==> config.mk <==
export PLATFORM = sky130hd
export DESIGN_NAME = slowtick_watchdog
export DESIGN_NICKNAME = d
export VERILOG_FILES = /design/src/rtl/wdt_pkg.sv /design/src/rtl/wdt_limit_sel.sv /design/src/rtl/wdt_count_core.sv /design/src/rtl/wdt_req_pulse.sv /design/src/rtl/slowtick_watchdog.sv
export SDC_FILE = /design/constraint.sdc
export NUM_CORES = 1
export LEC_CHECK = 0
export BUFFER_PORTS_ARGS = -buffer_cell sky130_fd_sc_hd__buf_4
export CAP_MARGIN = 5
export CORE_MARGIN = 10
export CORE_UTILIZATION = 57
export DETAILED_ROUTE_END_ITERATION = 10
export MAX_ROUTING_LAYER = met4
export PLACE_DENSITY = 0.83
export SYNTH_ARGS = -nofsm -noshare
export SYNTH_HDL_FRONTEND = slang
export SYNTH_SLANG_ARGS = --single-unit
==> constraint.sdc <==
create_clock -name clk -period 3.47 [get_ports clk]
set_clock_uncertainty 0.15 [all_clocks]
set_input_delay 0.694 -clock clk [delete_from_list [all_inputs] [get_ports clk]]
set_output_delay 0.694 -clock clk [all_outputs]
set_load 0.01 [all_outputs]
==> src/rtl/wdt_pkg.sv <==
package wdt_pkg;
   localparam int WDT_NUM_PERIODS = 4;
   typedef logic [1:0] wdt_sel_t;
endpackage

==> src/rtl/wdt_limit_sel.sv <==
module wdt_limit_sel #(
   parameter int CNT_W = 18,
   parameter int TAP0  = 13,
   parameter int TAP1  = 14,
   parameter int TAP2  = 16,
   parameter int TAP3  = 18
) (
   input  wdt_pkg::wdt_sel_t   sel,
   output logic [CNT_W-1:0]    limit_m1
);
   localparam int NP = wdt_pkg::WDT_NUM_PERIODS;
   localparam int TAPS [NP] = '{TAP0, TAP1, TAP2, TAP3};

   logic [CNT_W-1:0] table_m1 [NP];

   for (genvar i = 0; i < NP; i++) begin : g_tap
      if (TAPS[i] == CNT_W) begin : g_full
         assign table_m1[i] = {CNT_W{1'b1}};
      end else begin : g_part
         assign table_m1[i] = CNT_W'((64'd1 << TAPS[i]) - 64'd1);
      end
   end

   assign limit_m1 = table_m1[sel];
endmodule

==> src/rtl/wdt_count_core.sv <==
module wdt_count_core #(
   parameter int CNT_W = 18
) (
   input  logic             clk,
   input  logic             por_n,
   input  logic             tick_en,
   input  logic             kick,
   input  logic             wd_en,
   input  logic [CNT_W-1:0] limit_m1,
   output logic             expire,
   output logic [CNT_W-1:0] count
);
   logic live_tick;
   logic [CNT_W-1:0] count_nxt;

   assign live_tick = wd_en && !kick && tick_en;
   assign expire    = live_tick && (count >= limit_m1);

   always_comb begin
      count_nxt = count;
      if (!wd_en || kick) begin
         count_nxt = '0;
      end else if (tick_en) begin
         count_nxt = expire ? '0 : count + 1'b1;
      end
   end

   always_ff @(posedge clk or negedge por_n) begin
      if (!por_n) count <= '0;
      else        count <= count_nxt;
   end
endmodule

==> src/rtl/wdt_req_pulse.sv <==
module wdt_req_pulse (
   input  logic clk,
   input  logic por_n,
   input  logic expire,
   output logic rst_req
);
   always_ff @(posedge clk or negedge por_n) begin
      if (!por_n) rst_req <= 1'b0;
      else        rst_req <= expire;
   end
endmodule

==> src/rtl/slowtick_watchdog.sv <==
module slowtick_watchdog #(
   parameter int CNT_W = 18,
   parameter int TAP0  = 13,
   parameter int TAP1  = 14,
   parameter int TAP2  = 16,
   parameter int TAP3  = 18
) (
   input  logic             clk,
   input  logic             por_n,
   input  logic             tick_en,
   input  logic             kick,
   input  logic             wd_en,
   input  logic [1:0]       period_sel,
   output logic             rst_req,
   output logic [CNT_W-1:0] count_dbg
);
   if (CNT_W < 2 || CNT_W > 32) begin : g_bad_width
      $error("slowtick_watchdog: CNT_W must be 2..32");
   end
   if (!(TAP0 >= 1 && TAP0 < TAP1 && TAP1 < TAP2 && TAP2 < TAP3 && TAP3 <= CNT_W)) begin : g_bad_taps
      $error("slowtick_watchdog: taps must rise strictly and fit CNT_W");
   end

   logic [CNT_W-1:0] limit_m1;
   logic             expire;

   wdt_limit_sel #(
      .CNT_W(CNT_W), .TAP0(TAP0), .TAP1(TAP1), .TAP2(TAP2), .TAP3(TAP3)
   ) u_limit (
      .sel      (period_sel),
      .limit_m1 (limit_m1)
   );

   wdt_count_core #(.CNT_W(CNT_W)) u_core (
      .clk      (clk),
      .por_n    (por_n),
      .tick_en  (tick_en),
      .kick     (kick),
      .wd_en    (wd_en),
      .limit_m1 (limit_m1),
      .expire   (expire),
      .count    (count_dbg)
   );

   wdt_req_pulse u_req (
      .clk     (clk),
      .por_n   (por_n),
      .expire  (expire),
      .rst_req (rst_req)
   );
endmodule

==> out/qor.csv <==
stage;metric;value;unit
routing;final WL;3030;microns
final_layout;share of layout cells above drive strength 1;27.5;%
routing;Routed met3 length;268;microns
final_layout;final net count;167;
sta;Worst Hold Slack;103;ps
final_layout;design area;1450;sq um
synth;Synth Register Bits;19;
synth;Post-Synthesis Cells;127;
sta;period utilisation layout;76.9;%
worst_setup_path;Crit. End Element;flip-flop;
cts;Reg clk slew, reported paths;110;ps
floorplan;die area;4410;sq um
sta;PnR worst setup slack;803;ps
final_layout;fillcell total;160;
cts;clk buf depth;2;
floorplan;CORE AREA;2000;sq um
pwr;Pwr Density;258;nW/um^2
grt;first-pass GRT wire length;5050;microns
floorplan;Initial Util;61.2;%
placed_design;# port buffers;25;
cts;# Post-CTS Setup Buffers;0;
cts;post-CTS sizing;0;
cts;hold_buf cts;0;
sta;Final setup viols;0;
cts;Clock Latency Late Sink;300;ps
grt;pin count of the biggest net entering global routing;20;
worst_setup_path;crit path DAT;2740;ps
min_path;HP Class;in2async;
placed_design;Place WS;524;ps
sta;Slew Limit Fails;0;
floorplan;Die Height;66.4;microns
routing;DRT antenna net count;0;
placed_design;Post-Place Cell Area;1420;sq um
cts;htree depth;1;
synth;top-area cell type share of the netlist area;38.8;%
synth;Primary FF master, synth;dfrtp_1;
routing;Wirelength per Cell;16.9;microns
placed_design;dpl hpwl;2280;microns
synth;synth top area cells;dfrtp_1 (39%), ha_1 (6.1%), nand2_1 (4.3%), nand3_1 (3.7%), o21ai_1 (2.4%);
worst_setup_path;Worst Setup Start Kind;input pin;
synth;synth unique cells;42;
synth;EDFF count, synth;0;
final_layout;Syn-to-layout area delta;18.3;%
routing;Met2 Routed Length;1480;microns
synth;Synth warnings;0;
floorplan;# rows;16;
synth;sequential area share after synthesis;38.8;%
routing;total number of vias;1117;
synth;netlist area before placement;1230;sq um
cts;clk sinks;19;
pwr;total power;0.000374;W
synth;Mapped Nets;140;
worst_setup_path;critical register-to-register path endpoint;u_core.count[13];
sta;unrepaired setup endpoints after global routing;false;
routing;drt pass-1 iters;4;
placed_design;gpl congestion;0.870;
worst_setup_path;WS Path Type;in2reg;
final_layout;most common cell after layout, fill and taps aside;buf_4;
pwr;worst vdd ir;195;uV
synth;Mapped Avg Cell Area;9.65;sq um
sta;minimum clock period;2670;ps
routing;WL met1;1210;microns
cts;TritonCTS buffer count;3;
worst_setup_path;Reg2Reg Launch Point;u_core.count[16];
sta;Worst Max-Slew Pin Slew;678;ps
worst_setup_path;Worst Setup SP;period_sel[1];
floorplan;io pins;26;
worst_setup_path;worst reg2reg path depth;6;
sta;Worst slew margin;54.8;%
sta;Fmax achieved;375;MHz
grt;GRT overflow;0;
sta;setup TNS;0;ps
routing;drt initial violations;61;
worst_setup_path;Crit Path Max Fanout;19;
worst_setup_path;flop2flop setup slack;860;ps
cts;clock tree root buffer cell;clkbuf_4;
final_layout;ant diodes;0;
worst_setup_path;worst path required time;3540;ps
synth;ys async rst share;100;%
grt;vias in the first global route;1125;
routing;Via density;6.21;
pwr;Lkg Pwr;0.691;nW
floorplan;Die W;66.4;microns
flow_run;number of max-cap violations;0;
grt;initial antenna violation count;0;
outcome;run status;complete, no violations;
worst_setup_path;Setup crit end;u_core.count[13];
sta;Hold Vio Cnt, Final;0;
cts;CTS tree;yes;
synth;cell taking the most area after synthesis;dfrtp_1;
final_layout;most frequent cells in the layout;buf_4 (27), dfrtp_1 (19), nand2_1 (14);
routing;uppermost layer routed;met4;
grt;Tot GR Track Use;15.0;%
routing;Residual DRC;0;
==> cell type report <==
cell class                      count  area, sq um  area share [%]
Clock buffer                        4         26.3            1.81
Inverter                            2         7.51           0.518
Multi-Input combinational cell    101          704            48.6
Sequential cell                    19          475            32.8
Tap cell                           27         33.8            2.33
Timing Repair Buffer               27          203            14.0
==> critical path, stage by stage <==
cell     delay [ps]
buf_4            90
nand2_1          70
ha_1            300
and4_1          230
a21oi_2         150
or3b_1          650
or2_4           380
o21ai_1         170
==> cells by family (layout without fill, tap and decap cells) <==
kind of cell	after synthesis	in the layout	share of synthesized area, %
XOR/XNOR	6	6	4.29
AND/OR/NAND/NOR	60	60	30.4
flip-flops	19	19	38.8
buffers and inverters	7	33	3.78
adder cells (fa/ha/maj)	6	6	6.12
AO/OA/AOI/OAI	28	28	15.7
multiplexers	1	1	0.918
==> cells in the mapped netlist (all sizes together) (3+ instances only) <==
library cell  count
a22o              3
nand3             9
dfrtp            19
ha                6
and3              4
xnor2             3
nor4              4
a21o              4
nor3              4
nor2              7
buf               4
o21ai            10
nor3b             4
nand2            14
a21oi             3
xor2              3
o22a              3
==> power breakdown <==
group,switching [W],internal [W],total (W)
logic,0.0000214,0.0000157,0.0000371
clock network,0.0000659,0.0000448,0.000111
registers,0.00000301,0.000223,0.000226
==> layer usage <==
layer / vias up / global-route usage (%)
met3: 10 / 5.08
met2: 43 / 23.1
met4: 0 / 10.7
met5: - / -
li1: 523 / -
met1: 541 / 15.7
==> flip-flops by register name (all words and copies together), names as in the netlist <==
signal         count
u_core.count      18
u_req.rst_req      1
==> worst min-delay path by stage <==
| stage | start | endpoint | slack [ps] |
|---|---|---|---|
| after global routing | por_n | u_core.count[12] | 100 |
| after floorplan | por_n | u_core.count[0] | 250 |
| after CTS | por_n | u_core.count[15] | 100 |
| after detailed placement | u_core.count[12] | u_core.count[12] | 400 |
| after global placement | u_core.count[12] | u_core.count[12] | 390 |
| final | por_n | u_core.count[6] | 100 |
==> metrics by stage <==
| stage | std cells | utilization (%) |
|---|---|---|
| global route | 180 | 72.4 |
| finish | 180 | 72.4 |
| CTS | 180 | 72.4 |
| floorplan | 127 | - |
| global placement | 176 | 71.1 |
| detailed placement | 176 | 71.1 |
(Power assumes the default switching activity.)
